==> src/rtl/owsPkg.sv <==
package owsPkg;

  typedef enum logic [2:0] {
    ST_IDLE,
    ST_BIT,
    ST_RLOW,
    ST_RREL,
    ST_RWAIT,
    ST_RPRES
  } owsState_e;

  // strobes from control to datapath, one cycle each
  typedef struct packed {
    logic clrSlot;   // slot start: clear counters and flags
    logic clrPhase;  // restart the phase counter
    logic drvOn;     // begin pulling the line low
    logic drvOff;    // release the line
    logic capLine;   // capture the line level as result
    logic resZero;   // force result low
    logic resOne;    // preset result high
    logic setShort;  // flag a shorted line
    logic fireDone;  // slot complete
  } owsStrobe_t;

endpackage

==> src/rtl/owsDatapath.sv <==
module owsDatapath
  import owsPkg::*;
#(
  parameter int CNT_W       = 13,
  parameter int SYNC_STAGES = 0
) (
  input  logic             clk,
  input  logic             rstN,
  input  logic             usTick,
  input  logic             lineIn,
  input  owsStrobe_t       strb,
  output logic [CNT_W-1:0] slotCnt,
  output logic [CNT_W-1:0] phaseCnt,
  output logic             lineQ,
  output logic             lineDrvLow,
  output logic             slotDone,
  output logic             slotResult,
  output logic             lineShorted
);

  localparam logic [CNT_W-1:0] CNT_MAX = '1;

  // optional input synchronizer, idle level high
  generate
    if (SYNC_STAGES == 0) begin : gNoSync
      assign lineQ = lineIn;
    end else begin : gSync
      logic [SYNC_STAGES-1:0] syncQ;
      for (genvar i = 0; i < SYNC_STAGES; i++) begin : gStage
        if (i == 0) begin : gFirst
          always_ff @(posedge clk or negedge rstN) begin
            if (!rstN) syncQ[0] <= 1'b1;
            else       syncQ[0] <= lineIn;
          end
        end else begin : gNext
          always_ff @(posedge clk or negedge rstN) begin
            if (!rstN) syncQ[i] <= 1'b1;
            else       syncQ[i] <= syncQ[i-1];
          end
        end
      end
      assign lineQ = syncQ[SYNC_STAGES-1];
    end
  endgenerate

  // tick counters, saturating
  always_ff @(posedge clk or negedge rstN) begin
    if (!rstN) begin
      slotCnt <= '0;
    end else if (strb.clrSlot) begin
      slotCnt <= '0;
    end else if (usTick && slotCnt != CNT_MAX) begin
      slotCnt <= slotCnt + 1'b1;
    end
  end

  always_ff @(posedge clk or negedge rstN) begin
    if (!rstN) begin
      phaseCnt <= '0;
    end else if (strb.clrSlot || strb.clrPhase) begin
      phaseCnt <= '0;
    end else if (usTick && phaseCnt != CNT_MAX) begin
      phaseCnt <= phaseCnt + 1'b1;
    end
  end

  // open-drain enable
  always_ff @(posedge clk or negedge rstN) begin
    if (!rstN)            lineDrvLow <= 1'b0;
    else if (strb.drvOn)  lineDrvLow <= 1'b1;
    else if (strb.drvOff) lineDrvLow <= 1'b0;
  end

  // result bit
  always_ff @(posedge clk or negedge rstN) begin
    if (!rstN)             slotResult <= 1'b1;
    else if (strb.resOne)  slotResult <= 1'b1;
    else if (strb.resZero) slotResult <= 1'b0;
    else if (strb.capLine) slotResult <= lineQ;
  end

  // short flag and done pulse
  always_ff @(posedge clk or negedge rstN) begin
    if (!rstN) begin
      lineShorted <= 1'b0;
      slotDone    <= 1'b0;
    end else begin
      slotDone <= strb.fireDone;
      if (strb.clrSlot)       lineShorted <= 1'b0;
      else if (strb.setShort) lineShorted <= 1'b1;
    end
  end


  slot_hold_chk: assert property (@(posedge clk) disable iff (!rstN)
    (!usTick && !strb.clrSlot) |=> $stable(slotCnt));


  done_pulse_chk: assert property (@(posedge clk) disable iff (!rstN)
    slotDone |=> !slotDone);


  short_done_chk: assert property (@(posedge clk) disable iff (!rstN)
    $rose(lineShorted) |-> (slotDone && !slotResult));

endmodule

==> src/rtl/owsControl.sv <==
module owsControl
  import owsPkg::*;
#(
  parameter int CNT_W      = 13,
  parameter int N_BIT_LOW  = 6,
  parameter int N_BIT_SMP  = 8,
  parameter int N_BIT_SLOT = 60,
  parameter int N_RST_LOW  = 480,
  parameter int N_RST_MIN  = 960,
  parameter int N_PRES_WIN = 70,
  parameter int N_RST_TAIL = 480,
  parameter int O_BIT_LOW  = 1,
  parameter int O_BIT_SMP  = 2,
  parameter int O_BIT_SLOT = 6,
  parameter int O_RST_LOW  = 48,
  parameter int O_RST_MIN  = 96,
  parameter int O_PRES_WIN = 7,
  parameter int O_RST_TAIL = 48,
  parameter int STUCK_WAIT = 3840
) (
  input  logic             clk,
  input  logic             rstN,
  input  logic             usTick,
  input  logic             startStb,
  input  logic             cmdData,
  input  logic             cmdRst,
  input  logic             odSel,
  input  logic             lineQ,
  input  logic [CNT_W-1:0] slotCnt,
  input  logic [CNT_W-1:0] phaseCnt,
  output owsStrobe_t       strb,
  output owsState_e        stateQ,
  output logic             writeZeroQ
);

  // limits stored minus one: an event fires on the tick that reaches the count
  localparam logic [CNT_W-1:0] NB_LOW_M1  = CNT_W'(N_BIT_LOW - 1);
  localparam logic [CNT_W-1:0] NB_SMP_M1  = CNT_W'(N_BIT_SMP - 1);
  localparam logic [CNT_W-1:0] NB_SLOT_M1 = CNT_W'(N_BIT_SLOT - 1);
  localparam logic [CNT_W-1:0] NR_LOW_M1  = CNT_W'(N_RST_LOW - 1);
  localparam logic [CNT_W-1:0] NR_MIN_M1  = CNT_W'(N_RST_MIN - 1);
  localparam logic [CNT_W-1:0] NR_WIN     = CNT_W'(N_PRES_WIN);
  localparam logic [CNT_W-1:0] NR_TAIL_M1 = CNT_W'(N_RST_TAIL - 1);
  localparam logic [CNT_W-1:0] OB_LOW_M1  = CNT_W'(O_BIT_LOW - 1);
  localparam logic [CNT_W-1:0] OB_SMP_M1  = CNT_W'(O_BIT_SMP - 1);
  localparam logic [CNT_W-1:0] OB_SLOT_M1 = CNT_W'(O_BIT_SLOT - 1);
  localparam logic [CNT_W-1:0] OR_LOW_M1  = CNT_W'(O_RST_LOW - 1);
  localparam logic [CNT_W-1:0] OR_MIN_M1  = CNT_W'(O_RST_MIN - 1);
  localparam logic [CNT_W-1:0] OR_WIN     = CNT_W'(O_PRES_WIN);
  localparam logic [CNT_W-1:0] OR_TAIL_M1 = CNT_W'(O_RST_TAIL - 1);
  localparam logic [CNT_W-1:0] STUCK_M1   = CNT_W'(STUCK_WAIT - 1);

  owsState_e stateD;
  logic      odQ;

  // limits of the speed latched at the start
  logic [CNT_W-1:0] bitLowM1, bitSmpM1, bitSlotM1;
  logic [CNT_W-1:0] rstLowM1, rstMinM1, presWin, rstTailM1;

  always_comb begin
    bitLowM1  = odQ ? OB_LOW_M1  : NB_LOW_M1;
    bitSmpM1  = odQ ? OB_SMP_M1  : NB_SMP_M1;
    bitSlotM1 = odQ ? OB_SLOT_M1 : NB_SLOT_M1;
    rstLowM1  = odQ ? OR_LOW_M1  : NR_LOW_M1;
    rstMinM1  = odQ ? OR_MIN_M1  : NR_MIN_M1;
    presWin   = odQ ? OR_WIN     : NR_WIN;
    rstTailM1 = odQ ? OR_TAIL_M1 : NR_TAIL_M1;
  end

  logic cmdValid, cmdIsReset;
  assign cmdValid   = cmdData | cmdRst;
  assign cmdIsReset = cmdData & ~cmdRst;

  always_comb begin
    strb   = '0;
    stateD = stateQ;
    unique case (stateQ)
      ST_IDLE: begin
        if (startStb && cmdValid) begin
          strb.clrSlot = 1'b1;
          strb.drvOn   = 1'b1;
          strb.resOne  = 1'b1;
          stateD       = cmdIsReset ? ST_RLOW : ST_BIT;
        end
      end
      ST_BIT: begin
        if (usTick) begin
          if (!writeZeroQ && slotCnt == bitLowM1) strb.drvOff = 1'b1;
          if (slotCnt == bitSmpM1) begin
            if (writeZeroQ) strb.resZero = 1'b1;
            else            strb.capLine = 1'b1;
          end
          if (slotCnt == bitSlotM1) begin
            strb.drvOff   = 1'b1;
            strb.fireDone = 1'b1;
            stateD        = ST_IDLE;
          end
        end
      end
      ST_RLOW: begin
        if (usTick && slotCnt == rstLowM1) begin
          strb.drvOff = 1'b1;
          stateD      = ST_RREL;
        end
      end
      ST_RREL: begin
        if (usTick) begin
          strb.clrPhase = 1'b1;
          stateD        = lineQ ? ST_RPRES : ST_RWAIT;
        end
      end
      ST_RWAIT: begin
        if (usTick) begin
          if (lineQ) begin
            strb.clrPhase = 1'b1;
            stateD        = ST_RPRES;
          end else if (phaseCnt == STUCK_M1) begin
            strb.setShort = 1'b1;
            strb.resZero  = 1'b1;
            strb.fireDone = 1'b1;
            stateD        = ST_IDLE;
          end
        end
      end
      ST_RPRES: begin
        if (usTick) begin
          if (phaseCnt < presWin && !lineQ) strb.resZero = 1'b1;
          if (phaseCnt >= rstTailM1 && slotCnt >= rstMinM1) begin
            strb.fireDone = 1'b1;
            stateD        = ST_IDLE;
          end
        end
      end
      default: stateD = ST_IDLE;
    endcase
  end

  always_ff @(posedge clk or negedge rstN) begin
    if (!rstN) begin
      stateQ     <= ST_IDLE;
      odQ        <= 1'b0;
      writeZeroQ <= 1'b0;
    end else begin
      stateQ <= stateD;
      if (stateQ == ST_IDLE && startStb && cmdValid) begin
        odQ        <= odSel;
        writeZeroQ <= ~cmdData;
      end
    end
  end


  busy_start_chk: assert property (@(posedge clk) disable iff (!rstN)
    (stateQ != ST_IDLE && startStb) |=> (stateQ != ST_IDLE || $past(strb.fireDone)));


  reset_min_chk: assert property (@(posedge clk) disable iff (!rstN)
    (stateQ == ST_RPRES && strb.fireDone) |-> (slotCnt >= rstMinM1));

endmodule

==> src/rtl/owire_slot_gen.sv <==
module owire_slot_gen
  import owsPkg::*;
#(
  parameter int N_BIT_LOW   = 6,
  parameter int N_BIT_SMP   = 8,
  parameter int N_BIT_SLOT  = 60,
  parameter int N_RST_LOW   = 480,
  parameter int N_RST_MIN   = 960,
  parameter int N_PRES_WIN  = 70,
  parameter int N_RST_TAIL  = 480,
  parameter int O_BIT_LOW   = 1,
  parameter int O_BIT_SMP   = 2,
  parameter int O_BIT_SLOT  = 6,
  parameter int O_RST_LOW   = 48,
  parameter int O_RST_MIN   = 96,
  parameter int O_PRES_WIN  = 7,
  parameter int O_RST_TAIL  = 48,
  parameter int STUCK_WAIT  = 3840,
  parameter int SYNC_STAGES = 0
) (
  input  logic clk,
  input  logic rstN,
  input  logic usTick,
  input  logic startStb,
  input  logic cmdData,
  input  logic cmdRst,
  input  logic odSel,
  input  logic lineIn,
  output logic lineDrvLow,
  output logic slotDone,
  output logic slotResult,
  output logic lineShorted
);

  localparam int CNT_W = $clog2(N_RST_LOW + STUCK_WAIT + N_RST_TAIL + N_RST_MIN + 4);

  owsStrobe_t       strb;
  owsState_e        ctrlState;
  logic             writeZero;
  logic [CNT_W-1:0] slotCnt;
  logic [CNT_W-1:0] phaseCnt;
  logic             lineQ;

  owsControl #(
    .CNT_W(CNT_W),
    .N_BIT_LOW(N_BIT_LOW), .N_BIT_SMP(N_BIT_SMP), .N_BIT_SLOT(N_BIT_SLOT),
    .N_RST_LOW(N_RST_LOW), .N_RST_MIN(N_RST_MIN), .N_PRES_WIN(N_PRES_WIN),
    .N_RST_TAIL(N_RST_TAIL),
    .O_BIT_LOW(O_BIT_LOW), .O_BIT_SMP(O_BIT_SMP), .O_BIT_SLOT(O_BIT_SLOT),
    .O_RST_LOW(O_RST_LOW), .O_RST_MIN(O_RST_MIN), .O_PRES_WIN(O_PRES_WIN),
    .O_RST_TAIL(O_RST_TAIL), .STUCK_WAIT(STUCK_WAIT)
  ) uCtrl (
    .clk(clk), .rstN(rstN), .usTick(usTick), .startStb(startStb),
    .cmdData(cmdData), .cmdRst(cmdRst), .odSel(odSel), .lineQ(lineQ),
    .slotCnt(slotCnt), .phaseCnt(phaseCnt), .strb(strb),
    .stateQ(ctrlState), .writeZeroQ(writeZero)
  );

  owsDatapath #(
    .CNT_W(CNT_W), .SYNC_STAGES(SYNC_STAGES)
  ) uDp (
    .clk(clk), .rstN(rstN), .usTick(usTick), .lineIn(lineIn), .strb(strb),
    .slotCnt(slotCnt), .phaseCnt(phaseCnt), .lineQ(lineQ),
    .lineDrvLow(lineDrvLow), .slotDone(slotDone), .slotResult(slotResult),
    .lineShorted(lineShorted)
  );


  idle_release_chk: assert property (@(posedge clk) disable iff (!rstN)
    lineDrvLow |-> (ctrlState != ST_IDLE));


  reset_low_chk: assert property (@(posedge clk) disable iff (!rstN)
    (ctrlState == ST_RLOW) |-> lineDrvLow);


  write_zero_chk: assert property (@(posedge clk) disable iff (!rstN)
    (ctrlState == ST_BIT && writeZero) |-> lineDrvLow);


  idle_quiet_chk: assert property (@(posedge clk) disable iff (!rstN)
    (ctrlState == ST_IDLE && !(cmdData || cmdRst)) |=> (ctrlState == ST_IDLE));

endmodule

==> config.mk <==
export PLATFORM = sky130hd
export DESIGN_NAME = owire_slot_gen
export DESIGN_NICKNAME = d
export VERILOG_FILES = /design/src/rtl/owsPkg.sv /design/src/rtl/owsDatapath.sv /design/src/rtl/owsControl.sv /design/src/rtl/owire_slot_gen.sv
export SDC_FILE = /design/constraint.sdc
export NUM_CORES = 1
export LEC_CHECK = 0
export BUFFER_PORTS_ARGS = -buffer_cell sky130_fd_sc_hd__clkbuf_2
export CORE_ASPECT_RATIO = 0.7
export CORE_MARGIN = 5
export CORE_UTILIZATION = 53
export CTS_BUF_LIST = sky130_fd_sc_hd__clkbuf_8
export DETAILED_ROUTE_END_ITERATION = 8
export PLACE_DENSITY = 0.71
export SLEW_MARGIN = 20
export SYNTH_ARGS = -nofsm -noshare
export SYNTH_HDL_FRONTEND = slang
export SYNTH_SLANG_ARGS = --single-unit
==> constraint.sdc <==
create_clock -name clk -period 6.8 [get_ports clk]
set_clock_uncertainty 0.1 [all_clocks]
set_input_delay 0.34 -clock clk [delete_from_list [all_inputs] [get_ports clk]]
set_output_delay 0.34 -clock clk [all_outputs]
set_load 0.005 [all_outputs]
==> out/qor.yml <==
dp_cells: 311
report.final.hold_viol_count: 0
p_leak_nw: 1.055
synth_edf_count: 0
die_w_um: 88.20
cp-end-kind: "flop"
syn2layout_area_growth_pct: 7.446
antenna_found_initial: 0
syn_inst: 258
num_rows: 19
startpoint_type: "flop"
synthArstFlopShare: 1.000
synth-main-ff-cell: "dfrtp_1"
ctsHoldBuffers: 0
wire_per_inst_um: 15.94
cp.required_ns: 6.87
syn_nets: 278
synth_seq_cells: 35
cts-resized-gates: 0
status: "completed"
drt_iter0_drc: 194
seqPwrFrac: 0.434
io_buffers: 11
core_um2: 4018
power_uw: 773.8
post-route-drc-count: 0
viasPerCell: 6.163
cp_max_fo: 16
clkLatencyLatePin_ns: 0.30
vias: 1966
final_cell_area_um2: 2437
rrSetupSlack_ns: 4.00
rsz0062_at_grt: "false"
grt_max_degree: 36
first_pass_iters: 4
fmax_ghz: 0.3571
grt_pass1_vias: 1781
routabilityCongestion: 0.9287
combPwrFrac: 0.366
min_path_type: "in -> async"
drv_slew: 0
ir_worst_vdd_mv: 0.2259
internal-power_uw: 456.0
worst_pin_slew_ns: 0.9490
synth_cell_types: 52
dpl_cell_area_um2: 2345
drive_gt1_frac: 0.1049
maxCapViolations: 0
reg2reg_to: "uCtrl.stateQ[0]"
tns_ns: 0
grt_pass1_wl_um: 8990
use_met3: 0.03924
synth_area_leaders: "dfrtp_1, ha_1, nand2_1"
synth_area_um2: 2268
power_density_nw_per_um2: 317.5
r2r_start: "uCtrl.odQ"
die_area_um2: 5709
start_util: 0.5646
use_met2: 0.2603
cts.sinks: 35
diodes: 0
netlist.top_cell.by_area: "dfrtp_1"
crit_start: "uCtrl.odQ"
synth_top_area_frac: 0.3751
busiest_layer: "met1"
pin_count: 12
yosys_warnings: 0
post_cts_buffers: 0
relSlewSlack: 0.3631
cp_cell_sequence: "ha_1 > nand2_1 > or4_4 > a211oi_4 > o211a_4 > nand2_2 > mux2_4"
seq_area_frac_synth: 0.3867
drtAntennaViolNets: 0
syn_area_per_cell_um2: 8.792
path_class: "reg -> reg"
grtUsageMet1: 0.3278
worstPathArrival_ns: 2.87
dp_hpwl_um: 3749
rr_worst_depth: 7
p_clk_frac: 0.200
final_cells: 319
setup_viol: 0
crit_path_top_delay_cell: "dfrtp_1"
post-route-period-util: 0.4118
nNetsFinal: 286
die_h_um: 64.74
cts_tree: "done"
cts_buffers: 5
power_switching_uw: 317.8
clk_pin_slew_worst_paths_ns: 0.08
gr-total-overflow: 0
netSwitchingFraction: 0.4106
htree_levels: 2
ctsLongestPathBuffers: 2
critical-path-max-stage-delay_ns: 0.59
totalWireLength_um: 5084
track_usage: 0.2014
cts_root_buf: "clkbuf_8"
min_period_ns: 2.800
## worst max-delay path: cells and delay by family (launching register included)
kind / cells / cell delay [ns]
adders and majority gates: 1 / 0.42
muxes: 1 / 0.30
and+or+nand+nor: 3 / 0.70
AOI/OAI and AO/OA: 2 / 0.56
DFF: 1 / 0.59
## worst max path at each step
stage / end / slack (ns) / depth (start not counted)
after floorplan: uCtrl.stateQ[0] / 4.38 / 7
after global placement: uCtrl.stateQ[0] / 4.13 / 7
after detailed placement: uCtrl.stateQ[0] / 4.05 / 7
after CTS: uCtrl.stateQ[0] / 4.02 / 7
after global routing: uCtrl.stateQ[0] / 3.91 / 7
final: uCtrl.stateQ[0] / 4.00 / 7
## stage by stage
stage	hold WS [ns]	setup WS (ns)	util
2_1_floorplan	-0.05559	4.376	-
3_3_place_gp	0.3846	4.131	0.5836
3_5_place_dp	0.3838	4.046	0.5836
4_1_cts	0.08321	4.024	0.6064
5_1_grt	0.1435	3.915	0.6067
6_report	0.05562	4.000	0.6067
## cells in the mapped netlist, types with 2 or more instances
library cell / count
o21ai_0: 11
a31oi_1: 6
o22ai_1: 2
a21oi_1: 11
nand2_1: 33
or3_1: 4
nor3_1: 11
o21ai_1: 4
buf_2: 2
ha_1: 12
nand4_1: 12
inv_1: 4
nor2_1: 29
xnor2_1: 6
dfrtp_1: 34
xor2_1: 14
and4_1: 3
clkbuf_1: 8
nor2b_1: 4
nand2b_1: 2
or4_1: 2
nand3_1: 6
a22o_1: 2
nor4_1: 4
or2_1: 2
o21a_1: 2
a211oi_1: 3
## cells by family after synthesis
logic type	Yosys count	share of synthesized area
XOR/XNOR	20	0.07722
buffers and inverters	16	0.03088
AND/OR/NAND/NOR	121	0.2697
adder cells (fa/ha/maj)	12	0.06619
flip-flops	35	0.3867
multiplexers	2	0.01103
AO/OA/AOI/OAI	52	0.1583
## sequential cells by signal, indices dropped and copies added (netlist names)
signal	cells
uDp.slotCnt	13
uDp.lineDrvLow	1
uCtrl.writeZeroQ	1
uDp.phaseCnt	13
uDp.lineShorted	1
uDp.slotDone	1
uDp.slotResult	1
uCtrl.odQ	1
uCtrl.stateQ	3
## power groups by stage
stage / sequential (mW) / clock [mW] / combinational (mW)
5_1_grt: 0.345 / 0.171 / 0.321
4_1_cts: 0.333 / 0.160 / 0.283
3_3_place_gp: 0.336 / 0 / 0.275
2_1_floorplan: 0.284 / 0 / 0.264
3_5_place_dp: 0.337 / 0 / 0.282
6_report: 0.336 / 0.155 / 0.283
## layout make-up
cell class              count  area [um2]
fillers                   344        1580
flip-flops and latches     35       877.1
well taps                  52       65.06
repair buffers             12       62.56
clock buffers               6       82.58
multi-input cells         207        1323
inverters                   5       18.77
clock inverters             2       8.758
## cell usage in the layout (no fill, tap or decap), drive strengths merged, types with 6 or more instances in the layout
cell,count
dfrtp,34
nand2,34
nor2,29
clkbuf,17
o21ai,15
xor2,14
nand4,12
ha,12
a21oi,12
nor3,11
a31oi,6
nand3,6
xnor2,6
inv,6
## layer usage
layer  up-vias  routed length [um]
li1        955                   -
met1       937                2721
met2        64                1974
met3        10                 302
met4         0                  85
met5         -                   0
(Power assumes the default switching activity.)
